File: config.mk
export PLATFORM = sky130hd
export DESIGN_NAME = bus_event_irq
export DESIGN_NICKNAME = d
export VERILOG_FILES = /design/src/rtl/bus_event_pkg.sv /design/src/rtl/evt_qualify.sv /design/src/rtl/evt_status.sv /design/src/rtl/irq_gen.sv /design/src/rtl/bus_event_irq.sv
export SDC_FILE = /design/constraint.sdc
export NUM_CORES = 1
export LEC_CHECK = 0
export ABC_AREA = 0
export CORE_AREA = 4 4 41 43
export CTS_CLUSTER_DIAMETER = 200
export DETAILED_ROUTE_END_ITERATION = 10
export DIE_AREA = 0 0 45 47
export PLACE_DENSITY = 0.77
export SLEW_MARGIN = 10
export SYNTH_ARGS = -nofsm -noshare
export SYNTH_HDL_FRONTEND = slang
export SYNTH_SLANG_ARGS = --single-unit
File: constraint.sdc
create_clock -name clk -period 2.1 [get_ports clk]
set_input_delay 0.42 -clock clk [delete_from_list [all_inputs] [get_ports clk]]
set_output_delay 0.42 -clock clk [all_outputs]
set_load 0.01 [all_outputs]
File: src/rtl/bus_event_pkg.sv
package bus_event_pkg;
  localparam int unsigned NUM_EVT  = 5;
  localparam int unsigned IDX_PAR  = 0;
  localparam int unsigned IDX_RST  = 1;
  localparam int unsigned IDX_DISC = 2;
  localparam int unsigned IDX_GERR = 3;
  localparam int unsigned IDX_RSEL = 4;
  typedef logic [NUM_EVT-1:0] evt_vec_t;
endpackage

File: src/rtl/evt_qualify.sv
module evt_qualify
  import bus_event_pkg::*;
(
  input  logic     clk,
  input  logic     rst_n,
  input  logic     reselect_i,
  input  logic     gross_err_i,
  input  logic     tgt_disc_i,
  input  logic     bus_rst_i,
  input  logic     parity_err_i,
  input  logic     initiator_i,
  input  logic     low_level_i,
  input  logic     resel_resp_en_i,
  input  logic     disc_expected_i,
  output evt_vec_t evt_o
);
  logic bus_rst_q;
  logic disc_unexp;

  always_ff @(posedge clk) begin
    if (!rst_n) bus_rst_q <= 1'b0;
    else        bus_rst_q <= bus_rst_i;
  end

  assign disc_unexp = low_level_i | ~disc_expected_i;

  always_comb begin
    evt_o           = '0;
    evt_o[IDX_RSEL] = reselect_i & resel_resp_en_i;
    evt_o[IDX_GERR] = gross_err_i;
    evt_o[IDX_DISC] = tgt_disc_i & initiator_i & disc_unexp;
    evt_o[IDX_RST]  = bus_rst_i & ~bus_rst_q;
    evt_o[IDX_PAR]  = parity_err_i;
  end

  // a level already high on the previous cycle is never a new event
  assert_rst_single_R6: assert property (@(posedge clk) disable iff (!rst_n)
    $past(bus_rst_i) |-> !evt_o[IDX_RST]);
  // target mode never yields a disconnect event
  assert_disc_target_R4: assert property (@(posedge clk) disable iff (!rst_n)
    !initiator_i |-> !evt_o[IDX_DISC]);
endmodule

File: src/rtl/evt_status.sv
module evt_status
  import bus_event_pkg::*;
(
  input  logic     clk,
  input  logic     rst_n,
  input  evt_vec_t evt_i,
  input  logic     rd_i,
  output evt_vec_t stat_o
);
  evt_vec_t stat_q;

  for (genvar g = 0; g < NUM_EVT; g++) begin : g_bit
    always_ff @(posedge clk) begin
      if (!rst_n)        stat_q[g] <= 1'b0;
      else if (evt_i[g]) stat_q[g] <= 1'b1;
      else if (rd_i)     stat_q[g] <= 1'b0;
    end

    // held without a read
    assert_sticky_R7: assert property (@(posedge clk) disable iff (!rst_n)
      (stat_q[g] && !rd_i) |=> stat_q[g]);
    // a read with no coincident event clears
    assert_clear_R7: assert property (@(posedge clk) disable iff (!rst_n)
      (rd_i && !evt_i[g]) |=> !stat_q[g]);
  end

  assign stat_o = stat_q;
endmodule

File: src/rtl/irq_gen.sv
module irq_gen
  import bus_event_pkg::*;
(
  input  logic     clk,
  input  logic     rst_n,
  input  evt_vec_t stat_i,
  input  logic     wr_i,
  input  evt_vec_t wdata_i,
  output evt_vec_t mask_o,
  output logic     irq_o
);
  evt_vec_t mask_q;
  logic     irq_q;

  always_ff @(posedge clk) begin
    if (!rst_n) begin
      mask_q <= '0;
      irq_q  <= 1'b0;
    end else begin
      if (wr_i) mask_q <= wdata_i;
      irq_q <= |(stat_i & mask_q);
    end
  end

  assign mask_o = mask_q;
  assign irq_o  = irq_q;

  // enabled pending status raises the line one cycle later
  assert_irq_raise_R8: assert property (@(posedge clk) disable iff (!rst_n)
    (|(stat_i & mask_o)) |=> irq_o);
  // nothing enabled pending means the line is low next cycle
  assert_irq_quiet_R9: assert property (@(posedge clk) disable iff (!rst_n)
    !(|(stat_i & mask_o)) |=> !irq_o);
endmodule

File: src/rtl/bus_event_irq.sv
module bus_event_irq
  import bus_event_pkg::*;
(
  input  logic               clk,
  input  logic               rst_n,
  input  logic               reselect_i,
  input  logic               gross_err_i,
  input  logic               tgt_disc_i,
  input  logic               bus_rst_i,
  input  logic               parity_err_i,
  input  logic               initiator_i,
  input  logic               low_level_i,
  input  logic               resel_resp_en_i,
  input  logic               disc_expected_i,
  input  logic               rd_stat_i,
  output logic [NUM_EVT-1:0] stat_o,
  input  logic               wr_mask_i,
  input  logic [NUM_EVT-1:0] mask_wdata_i,
  output logic [NUM_EVT-1:0] mask_o,
  output logic               irq_o
);
  evt_vec_t evt;

  evt_qualify u_qual (
    .clk, .rst_n, .reselect_i, .gross_err_i, .tgt_disc_i, .bus_rst_i,
    .parity_err_i, .initiator_i, .low_level_i, .resel_resp_en_i,
    .disc_expected_i, .evt_o(evt)
  );

  evt_status u_stat (
    .clk, .rst_n, .evt_i(evt), .rd_i(rd_stat_i), .stat_o
  );

  irq_gen u_irq (
    .clk, .rst_n, .stat_i(stat_o), .wr_i(wr_mask_i), .wdata_i(mask_wdata_i),
    .mask_o, .irq_o
  );

  // reselection bit only appears after an enabled reselection
  assert_resel_gate_R2: assert property (@(posedge clk) disable iff (!rst_n)
    $rose(stat_o[IDX_RSEL]) |-> $past(reselect_i && resel_resp_en_i));
  // disconnect bit only appears after an initiator-mode disconnect
  assert_disc_gate_R4: assert property (@(posedge clk) disable iff (!rst_n)
    $rose(stat_o[IDX_DISC]) |-> $past(tgt_disc_i && initiator_i));
  // reset bit only appears after the line was high
  assert_rst_seen_R6: assert property (@(posedge clk) disable iff (!rst_n)
    $rose(stat_o[IDX_RST]) |-> $past(bus_rst_i));
endmodule

==> Yosys cells after proc, flatten, opt, wreduce, memory -nomap -nowiden <==
Index checks and enable logic that the tools add are counted.
{ "word_totals": {"mem_bits_ro": 0, "latch_bits": 0, "reg_bits": 12, "mem_bits_rw": 0, "memories": 0} }
{ "op_classes": {"div": 0, "n_addsub": 0, "n_reduce_logical": 6, "n_mul": 0, "n_bitwise": 8, "mux": 6, "eq_ne": 0, "n_shift": 0, "n_lt_le_gt_ge": 0} }
{ "ops": {"columns": ["cell", "n"], "rows": [
  ["$reduce_bool A2 Y1", 5],
  ["$mux W1", 6],
  ["$and A5 B5 Y5", 1],
  ["$reduce_or A5 Y1", 1],
  ["$and A1 B1 Y1", 4],
  ["$not A1 Y1", 2],
  ["$or A1 B1 Y1", 1]
]} }

==> Logic depth before layout (Yosys ltp) <==
{ "depth": {"word_depth": 4, "mapped_depth": 3, "ltp_nobuf": 3} }

==> Modules after synthesis <==
A second synthesis with hierarchy kept.
{ "hier_totals": {"cells_unflattened": 44, "hier_area_um2": 473.0} }
{ "modules_own_cells": {"columns": ["mod", "cells_per_inst", "seq_area_each_um2", "area_per_inst_um2", "instances"], "rows": [
  ["irq_gen", 20, 120.1, 234.0, 1],
  ["evt_status", 15, 100.1, 168.9, 1],
  ["evt_qualify", 9, 20.0, 70.1, 1]
]} }

==> Worst setup path after synthesis <==
OpenSTA, ideal clock, no wires.
{ "synth_timing": {"path_type": "in2reg", "from": "input port low_level_i", "to": "register u_stat.stat_q[2] (netlist: u_stat.stat_o[2])", "path_slack_ns": 1.220, "t_arrival_ns": 0.762, "n_path_buf": 0, "stages": 3, "setup_ns": 0.118, "cell_sequence": "nand2b_1 -> a32oi_1 -> nor2b_1"} }
{ "synth_via": {"elab_chain_len": 3, "word_cells_on_any_way": 4, "cone_classes": "mux (1); bitwise (2); reduce/logical (1)"} }
{ "synth_rtl": {"columns": ["element", "line_no", "text"], "rows": [
  ["start: declaration", "bus_event_irq.sv:12", "input logic low_level_i,"],
  ["$or A1 B1 Y1 (*)", "evt_qualify.sv:25", "assign disc_unexp = low_level_i | ~disc_expected_i;"],
  ["$and A1 B1 Y1 (*)", "evt_qualify.sv:31", "evt_o[IDX_DISC] = tgt_disc_i & initiator_i & disc_unexp;"],
  ["$mux W1 or $reduce_bool A2 Y1 (tied branches)", null, null],
  ["end signal: indexed assignment", "evt_status.sv:14", "if (!rst_n) stat_q[g] <= 1'b0;"],
  ["end signal: indexed assignment", "evt_status.sv:15", "else if (evt_i[g]) stat_q[g] <= 1'b1;"],
  ["end signal: indexed assignment", "evt_status.sv:16", "else if (rd_i) stat_q[g] <= 1'b0;"],
  ["end: declaration", "evt_status.sv:10", "evt_vec_t stat_q;"]
]} }
Every way passes the cells marked *; elsewhere a longest branch is shown, timed or not.
A chain may end at the register's enable or synchronous reset.

==> Worst setup path after layout <==
{ "layout_timing": {"from": "register u_stat.stat_q[1] (netlist: u_stat.stat_o[1])", "to": "output port stat_o[1]"} }
{ "layout_rtl": {"columns": ["element", "line_no", "text"], "rows": [
  ["end: declaration", "bus_event_irq.sv:16", "output logic [NUM_EVT-1:0] stat_o,"]
]} }
No word-level cell between the ends.

==> run metrics <==
number of sinks driven by the clock tree 12; cell leakage power a little over 0.0003 µW; Resized Gates After CTS 0; Sw Share 0.2142; setup tns final 0 ps; slowest library cell on the worst path sky130_fd_sc_hd__clkdlybuf4s50_1; Tightest Hold Check Type reg -> reg; power share of the clock group 0.344; sequential fraction of the synthesis area 0.5424; layout cells sized above 1 0.05634; number of register bits inferred by synthesis 12; Power, Total between 500 and 600 µW; Total GRT Usage 0.1064; initial cell density of the core 0.3404; crit-path leading delay family buffers and inverters; Crit path required time about 1700 ps; Hold Vio Cnt, Final 0; adder-cell share of the synthesized area 0; overall via count from detail_route ~390; number of global-route vias before repair 395; post-route clock skew 4.661 ps; detailed-route wire length just over 1 mm; number of buffers created by CTS 3; shortest period the worst path allows 1604 ps; NumNets Final 90; critical path data arrival time 1180 ps; sequential cell area 240.2 µm²; number of H-tree levels 1; number of remaining DRC errors 0; Mean Syn Cell Area about 11 µm²; Root Buffer Master sky130_fd_sc_hd__clkbuf_4; area fraction in compound gates after synthesis 0.1328; largest fanout of any net on the critical path 3; multiplexer fraction of the synthesized cell area 0.1130; number of antenna diodes 0; max-slew violations 0; clock-pin transition on the worst setup and hold timing paths roughly 80 ps; global placer's final weighted congestion ~0.60; Layout fillers between 100 and 150; port buffer count 28; area share of and/or/nand/nor cells after synthesis 0.1695; P_int 408.7 µW; area occupied by multi-input gates around 180 µm²; hold_buf cts 0; Max IR drop VDD between 300 and 400 µV; Bufs and invs on worst path 1; sequential share of power 0.482; clock tree from TritonCTS built; Cell Area, Synth around 440 µm²; cell-by-cell trace of the critical path clkdlybuf4s50_1; CP Capture Type primary output; slew of the pin with the lowest slew margin 326.4 ps; Final Cycle Share 0.7640; Cell Pwr Density ~680 mW/mm²; final setup margin about 500 ps; number of warnings issued by yosys 0; die span in y ~47 µm; setup-violating endpoint count in the final report 0; nature of the critical path startpoint flip-flop; Mapped Nets about 60; run status finished, final reports clean; number of antenna violations at the first check in global routing 0; maximum number of pins on one net before global-route repair 13; total setup buffers inserted after CTS 0; RSZ-0062 raised after global routing no; Rows 13; fraction of synthesized cell area in xor and xnor cells 0; number of placed I/O pins 29; class of the most critical setup path reg -> out; maximum single-stage delay on the critical path between 500 and 600 ps; post-route core utilization 0.5894; Max Freq between 0.6 and 0.7 GHz; largest family of logic cells by synthesized area simple AND/OR/NAND/NOR gates; area of the core 0.001301 mm²; wire length of the first global-routing pass 1.587 mm; worst skew pair latency 260 ps; Die Outline Area approximately 0.0021 mm²; logic gate share of total power 0.173; Overflow after GRT 0; Bufs on Longest Clock Path 2; chip width roughly 45 µm; number of routed nets with antenna violations 0; worst slew margin relative to its limit 0.7817; number of max-capacitance violations reported 0; number of distinct library cells after synthesis 13; layout overhead on the synthesized area 73.16%; via density per instance between 4 and 5; synthesized instance count 41; number of iterations in the first detailed-routing pass 5; Worst Setup Slack post-DPL about 610 ps; 1st-iter DRT viols 3; net switching power of the design 111.4 µW; routed wire length per instance about 12 µm
registers in the layout (all words and copies together), names as in the netlist:
name	cells
u_irq.irq_o	1
u_qual.bus_rst_q	1
u_irq.mask_o	5
u_stat.stat_o	5
metrics by stage:
step,instances,hold slack [ps],cell area (µm²)
final,86,542.2,767.0
after global routing,86,566.9,767.0
after CTS,86,537.8,767.0
after detailed placement,82,516.5,730.7
after global placement,82,502.4,730.7
after floorplan,41,491.1,442.9
layout by cell type (no fill, tap or decap):
cell type	Yosys	layout
sky130_fd_sc_hd__clkdlybuf4s50_1	0	28
sky130_fd_sc_hd__dfxtp_1	12	12
sky130_fd_sc_hd__nor2b_1	10	10
sky130_fd_sc_hd__mux2i_1	5	5
sky130_fd_sc_hd__a22oi_1	3	3
sky130_fd_sc_hd__clkbuf_4	0	3
sky130_fd_sc_hd__inv_1	2	2
sky130_fd_sc_hd__a21oi_1	2	2
sky130_fd_sc_hd__and2_1	1	1
sky130_fd_sc_hd__nand2b_1	1	1
sky130_fd_sc_hd__a32oi_1	1	1
sky130_fd_sc_hd__a222oi_1	1	1
sky130_fd_sc_hd__a21boi_1	1	1
sky130_fd_sc_hd__clkbuf_8	0	1
per-layer routing:
metal	up-vias	track usage	routed length [µm]
met5	-	0	0
met4	0	0.03509	0
li1	203	-	-
met3	0	0.05364	91
met1	172	0.1178	431
met2	17	0.1780	503
worst reg2reg max path: cells and delay by family, from the launching register on:
| family | cells | cell delay [ps] |
|---|---|---|
| AO/OA/AOI/OAI | 2 | 430 |
| flip-flops | 1 | 330 |
layout make-up:
class / instances / area share
clock buffers: 4 / 0.04731
inverters: 2 / 0.009788
well taps: 15 / 0.02447
flip-flops and latches: 12 / 0.3132
multi-input cells: 25 / 0.2398
repair buffers: 28 / 0.3654
kinds of logic after synthesis:
family | Yosys count
AO/OA/AOI/OAI | 8
buffers and inverters | 4
flip-flops | 12
multiplexers | 5
AND/OR/NAND/NOR | 12
power groups by stage:
stage          clock (µW)  sequential (µW)  combinational (µW)
3_3_place_gp            0              256                89.3
2_1_floorplan           0              260                26.3
5_1_grt               191              253                96.1
4_1_cts               181              251                91.3
6_report              179              251                90.0
3_5_place_dp            0              256                90.9
Yosys cell counts:
master / count / area, µm²
sky130_fd_sc_hd__a21boi_1: 1 / 7.510
sky130_fd_sc_hd__a21oi_1: 2 / 10.01
sky130_fd_sc_hd__a222oi_1: 1 / 10.01
sky130_fd_sc_hd__a22oi_1: 3 / 22.52
sky130_fd_sc_hd__a32oi_1: 1 / 8.760
sky130_fd_sc_hd__and2_1: 1 / 6.260
sky130_fd_sc_hd__buf_4: 1 / 7.510
sky130_fd_sc_hd__clkbuf_1: 1 / 3.750
sky130_fd_sc_hd__dfxtp_1: 12 / 240.2
sky130_fd_sc_hd__inv_1: 2 / 7.510
sky130_fd_sc_hd__mux2i_1: 5 / 50.05
sky130_fd_sc_hd__nand2b_1: 1 / 6.260
sky130_fd_sc_hd__nor2b_1: 10 / 62.56
path summary, 6_finish.rpt:
| check | startpoint | end | slack (ps) | cells past startpoint |
|---|---|---|---|---|
| setup / recovery | u_stat.stat_o[1]$_SDFFE_PN0P_ | stat_o[1] | 500 | 1 |
| setup reg to reg | u_irq.mask_o[3]$_SDFFE_PN0P_ | u_irq.irq_o$_SDFF_PN0_ | 1220 | 2 |
| hold reg to reg | u_qual.bus_rst_q$_SDFF_PN0_ | u_stat.stat_o[1]$_SDFFE_PN0P_ | 540 | 3 |
| hold / removal | u_qual.bus_rst_q$_SDFF_PN0_ | u_stat.stat_o[1]$_SDFFE_PN0P_ | 540 | 3 |
Power figures use the tool's default switching activity.
